$ cat config.mk
export PLATFORM = sky130hd
export DESIGN_NAME = mxw_tracker
export DESIGN_NICKNAME = d
export VERILOG_FILES = /design/src/rtl/mxw_pkg.sv /design/src/rtl/mxw_sr_latch.sv /design/src/rtl/mxw_bounds.sv /design/src/rtl/mxw_tracker.sv
export SDC_FILE = /design/constraint.sdc
export NUM_CORES = 1
export LEC_CHECK = 0
export BUFFER_PORTS_ARGS = -buffer_cell sky130_fd_sc_hd__buf_2
export CORE_MARGIN = 8
export CORE_UTILIZATION = 40
export DETAILED_ROUTE_END_ITERATION = 8
export MAX_ROUTING_LAYER = met4
export PLACE_DENSITY = 0.79
export SYNTH_ARGS = -nofsm -noshare
export SYNTH_HDL_FRONTEND = slang
export SYNTH_SLANG_ARGS = --single-unit
$ cat constraint.sdc
create_clock -name clk_i -period 2.62 [get_ports clk_i]
set_input_delay 0.524 -clock clk_i [delete_from_list [all_inputs] [get_ports clk_i]]
set_output_delay 0.524 -clock clk_i [all_outputs]
set_load 0.01 [all_outputs]
$ cat src/rtl/mxw_pkg.sv
package mxw_pkg;
  localparam int unsigned LATCH_N = 3;
  localparam int unsigned L_ROW   = 0;  // row span, armed by top line
  localparam int unsigned L_WIN   = 1;  // horizontal window
  localparam int unsigned L_FRM   = 2;  // per-frame activity

  function automatic int unsigned max_u(int unsigned a, int unsigned b);
    return (a > b) ? a : b;
  endfunction
endpackage

$ cat src/rtl/mxw_sr_latch.sv
module mxw_sr_latch (
  input  logic clk_i,
  input  logic rst_ni,
  input  logic set_i,
  input  logic clr_i,
  output logic q_o,
  output logic d_o
);
  // set dominates clear
  assign d_o = set_i | (q_o & ~clr_i);

  always_ff @(posedge clk_i or negedge rst_ni) begin
    if (!rst_ni) q_o <= 1'b0;
    else         q_o <= d_o;
  end
endmodule

$ cat src/rtl/mxw_bounds.sv
module mxw_bounds #(
  parameter int unsigned HPOS_W     = 9,
  parameter int unsigned VPOS_W     = 9,
  parameter int unsigned COLS_W     = 7,
  parameter int unsigned ROWS_W     = 6,
  parameter int unsigned CELL_W_LOG = 3,
  parameter int unsigned CELL_H_LOG = 3,
  localparam int unsigned H_END_W = mxw_pkg::max_u(HPOS_W, COLS_W + CELL_W_LOG) + 1,
  localparam int unsigned V_END_W = mxw_pkg::max_u(VPOS_W, ROWS_W + CELL_H_LOG + 1) + 1
) (
  input  logic [HPOS_W-1:0]  left_col_i,
  input  logic [VPOS_W-1:0]  top_line_i,
  input  logic [COLS_W-1:0]  num_cols_i,
  input  logic [ROWS_W-1:0]  num_rows_i,
  input  logic               tall_cells_i,
  output logic [H_END_W-1:0] h_end_o,
  output logic [V_END_W-1:0] v_end_o
);
  logic [H_END_W-1:0] h_span;
  logic [V_END_W-1:0] v_span;

  assign h_span = H_END_W'(num_cols_i) << CELL_W_LOG;
  assign v_span = tall_cells_i ? (V_END_W'(num_rows_i) << (CELL_H_LOG + 1))
                               : (V_END_W'(num_rows_i) << CELL_H_LOG);

  assign h_end_o = H_END_W'(left_col_i) + h_span;
  assign v_end_o = V_END_W'(top_line_i) + v_span;
endmodule

$ cat src/rtl/mxw_tracker.sv
module mxw_tracker #(
  parameter int unsigned HPOS_W     = 9,
  parameter int unsigned VPOS_W     = 9,
  parameter int unsigned COLS_W     = 7,
  parameter int unsigned ROWS_W     = 6,
  parameter int unsigned CELL_W_LOG = 3,
  parameter int unsigned CELL_H_LOG = 3
) (
  input  logic              clk_i,
  input  logic              rst_ni,
  input  logic              frame_start_i,
  input  logic [HPOS_W-1:0] hpos_i,
  input  logic [VPOS_W-1:0] vpos_i,
  input  logic [VPOS_W-1:0] top_line_i,
  input  logic [HPOS_W-1:0] left_col_i,
  input  logic [COLS_W-1:0] num_cols_i,
  input  logic [ROWS_W-1:0] num_rows_i,
  input  logic              tall_cells_i,
  output logic              matrix_line_n_o,
  output logic              in_matrix_n_o,
  output logic              frame_active_o,
  output logic              bus_avail_o
);
  import mxw_pkg::*;

  localparam int unsigned H_END_W = max_u(HPOS_W, COLS_W + CELL_W_LOG) + 1;
  localparam int unsigned V_END_W = max_u(VPOS_W, ROWS_W + CELL_H_LOG + 1) + 1;

  logic [H_END_W-1:0] h_end;
  logic [V_END_W-1:0] v_end;
  logic               hit_top, hit_left, hit_h_end, hit_v_end, entry;
  logic [LATCH_N-1:0] set_v, clr_v, q_v, d_v;

  mxw_bounds #(
    .HPOS_W(HPOS_W), .VPOS_W(VPOS_W), .COLS_W(COLS_W), .ROWS_W(ROWS_W),
    .CELL_W_LOG(CELL_W_LOG), .CELL_H_LOG(CELL_H_LOG)
  ) i_bounds (
    .left_col_i  (left_col_i),
    .top_line_i  (top_line_i),
    .num_cols_i  (num_cols_i),
    .num_rows_i  (num_rows_i),
    .tall_cells_i(tall_cells_i),
    .h_end_o     (h_end),
    .v_end_o     (v_end)
  );

  assign hit_top   = (vpos_i == top_line_i);
  assign hit_left  = (hpos_i == left_col_i);
  assign hit_h_end = (H_END_W'(hpos_i) == h_end);
  assign hit_v_end = (V_END_W'(vpos_i) == v_end);
  assign entry     = q_v[L_ROW] & hit_left;

  always_comb begin
    set_v        = '0;
    clr_v        = '0;
    set_v[L_ROW] = hit_top;
    clr_v[L_ROW] = hit_v_end | frame_start_i;
    set_v[L_WIN] = entry;
    clr_v[L_WIN] = hit_h_end | frame_start_i;
    set_v[L_FRM] = entry;
    clr_v[L_FRM] = hit_v_end | frame_start_i;
  end

  for (genvar g = 0; g < LATCH_N; g++) begin : g_latch
    mxw_sr_latch i_latch (
      .clk_i (clk_i),
      .rst_ni(rst_ni),
      .set_i (set_v[g]),
      .clr_i (clr_v[g]),
      .q_o   (q_v[g]),
      .d_o   (d_v[g])
    );
  end

  assign matrix_line_n_o = ~q_v[L_ROW];
  assign in_matrix_n_o   = ~q_v[L_WIN];
  assign frame_active_o  = q_v[L_FRM];
  // next-state of the window register, one cycle ahead of in_matrix_n_o
  assign bus_avail_o     = ~d_v[L_WIN];
endmodule

==> results.yml <==
yosys:
  synth_top_flop_cell: "dfrtp_1"
  avgSynthCellArea_um2: 9.02
  syn_area_um2: 983
  synth_edf_count: 0
  ys_ff_latch: 3
  synth_warnings: 0
  async_flop_share_pct: 100
  yosysSeqAreaShare_pct: 7.63
  synth_cell_types: 37
  synth_cells: 109
  syn-num-nets: 176
die:
  start_util_pct: 40.8
  dieArea_um2: 4300
  core_area_um2: 2410
  dieWidth_um: 65.6
  dieHeight_um: 65.6
  row_count: 18
  ios: 57
clock_network:
  cts_num_sinks: 3
  clock_latency_ns: 0.23
  clk_pin_slew_ns: 0.04
  cts_buffers: 3
  h-tree-depth: 1
  cts_tree: "yes"
  ctsRootBufferMaster: "clkbuf_4"
  clock_path_buffers: 2
setup_path:
  worstPathRequired_ns: 2.10
  reg2reg_depth: 8
  worstSetupEndpointType: "output pin"
  start_kind: "input pin"
  cp.arrival_ns: 2.39
  worstPathMaxFanout: 2
  crit_type: "input pin to output pin"
final_layout:
  final_layout_size_suffix_gt1_share_pct: 54.5
  multiInputGateArea_um2: 996
  largest_register: "g_latch.i_latch.q_o"
  final_cell_mix: "buf_2 (52), xnor2_1 (23), buf_4 (22), xor2_1 (14), ha_1 (8)"
  area_delta_synth_final_pct: 65.9
  final_common_cell: "buf_2"
  ff_latch_area_um2: 75.1
  largest_reg_flops: 3
  fill_cells: 204
  design_area_um2: 1630
  reg_top3: "g_latch.i_latch.q_o x3"
  finalNetCount: 259
  antennaDiodeCount: 0
status:
  violations: "setup timing"
  status: "finished with violations"
place:
  pre_cts_ws_ns: -0.345
  port_buffers: 56
  gp_congestion: 0.801
  dp_hpwl_mm: 2.80
  placed_area_um2: 1500
route:
  wirelength_mm: 3.29
  dr.first_iter.drc_count: 29
  num_vias: 1135
  firstDrtPassIters: 3
  drc: 0
  ant_nets: 0
  avgRoutedWirePerCell_um: 14.9
  viasPerCell: 5.14
global_routing:
  grt_antenna_before_repair: 0
  grt_pass1_vias: 1263
  grt_max_degree: 7
  grt_overflow: 0
  grt.total_usage_pct: 15.6
  grt_pass1_wl_mm: 5.22
timing:
  hold_violations: 0
  fin_skew_ns: 0.00146
  final-setup-viol-count: 1
  tightest_slew_ns: 0.324
  slew_violations: 0
  fin_ws_ns: -0.297
  fin_crit_sh_pct: 111
  max_freq_ghz: 0.343
  min_period_ns: 2.92
  holdWs_ns: 0.0828
  slew_headroom_pct: 78.1
  rsz0062_at_grt: "true"
power:
  p_per_area_nw_per_um2: 268
  leakage_nw: 0.747
  vdd.ir_drop.worst_mv: 0.162
run:
  max_cap_violations: 0
min_path:
  hold_path.class: "input pin to asynchronous set/reset pin"
==> cell usage after synthesis, drive strengths merged (2+ instances only) <==
cell type   n  area share, %
dfrtp       3            7.6
ha         12             15
xnor2      23             20
mux2        5            5.7
o21ai       4            2.0
o21bai      2            1.9
nand2       2           0.76
nor2        2           0.76
inv         3            1.1
xor2       14             12
a21o        3            2.3
mux2i       2            2.0
a211oi      2            2.5
nand3       4            2.0
fa          2            4.1
nor4        2            1.3
a21oi       5            2.9
nand4       3            1.9
==> routing by layer <==
layer  global-route usage [%]  part of all wire, %  vias to the layer above
met3                     2.21                  4.2                        4
li1                         -                    -                      568
met4                     6.54                  1.2                        0
met1                     14.0                   36                      528
met2                     31.2                   59                       35
met5                        -                    0                        -
==> layout make-up <==
cell class / instances / share of cell area [%]
Inverter: 3 / 0.690
Tap cell: 30 / 2.30
Sequential cell: 3 / 4.60
Clock buffer: 4 / 1.61
Timing Repair Buffer: 79 / 29.8
Multi-Input combinational cell: 102 / 61.0
==> per-stage QoR <==
step	setup TNS [ns]	total power (W)	instances	util, %
floorplan	-0.0812	0.000225	109	-
finish	-0.297	0.000438	221	67.7
global placement	-0.482	0.000322	213	62.3
detailed placement	-0.656	0.000335	213	62.3
CTS	-0.351	0.000425	219	65.1
global route	-0.351	0.000477	221	67.7
==> kinds of logic (layout without fill, tap and decap cells) <==
family / Yosys count / in the layout / share of synthesized area [%]
XOR/XNOR: 37 / 37 / 33.0
AO/OA/AOI/OAI: 22 / 22 / 17.4
adder cells (fa/ha/maj): 14 / 14 / 19.3
buffers and inverters: 4 / 86 / 1.53
flip-flops: 3 / 3 / 7.63
AND/OR/NAND/NOR: 22 / 22 / 13.4
multiplexers: 7 / 7 / 7.76
==> timing repair <==
| action | 4_1_cts | 5_1_grt |
|---|---|---|
| endpoints found under the hold margin | 0 | 0 |
| endpoints found under the setup margin | 1 | 3 |
| resized for setup | 4 | 11 |
| setup buffers | 2 | 2 |
| hold buffers | 0 | 0 |
| pin swaps | 7 | 12 |
==> power breakdown <==
group / internal [W] / total (W) / switching (W)
sequential: 0.0000467 / 0.0000468 / 0.0000000693
combinational: 0.000171 / 0.000312 / 0.000141
clock: 0.0000570 / 0.0000791 / 0.0000222
total: 0.000274 / 0.000438 / 0.000163
==> final timing paths <==
check	startpoint	to	slack, ns
worst max-delay path	left_col_i[8]	bus_avail_o	-0.30
worst min-delay path	rst_ni	g_latch[0].i_latch.q_o	0.08
worst max register to register	g_latch[1].i_latch.q_o	g_latch[1].i_latch.q_o	1.41
worst min register to register	g_latch[2].i_latch.q_o	g_latch[2].i_latch.q_o	0.55
max in group asynchronous	rst_ni	g_latch[2].i_latch.q_o	2.43
min in group clk_i	frame_start_i	g_latch[0].i_latch.q_o	0.51
==> worst max-delay path, cell delays in order <==
cell	delay, ns
buf_6	0.10
ha_4	0.26
inv_2	0.03
or4b_1	0.47
o31a_1	0.30
o41ai_2	0.37
and2_1	0.20
buf_2	0.14
(Power assumes the default switching activity.)
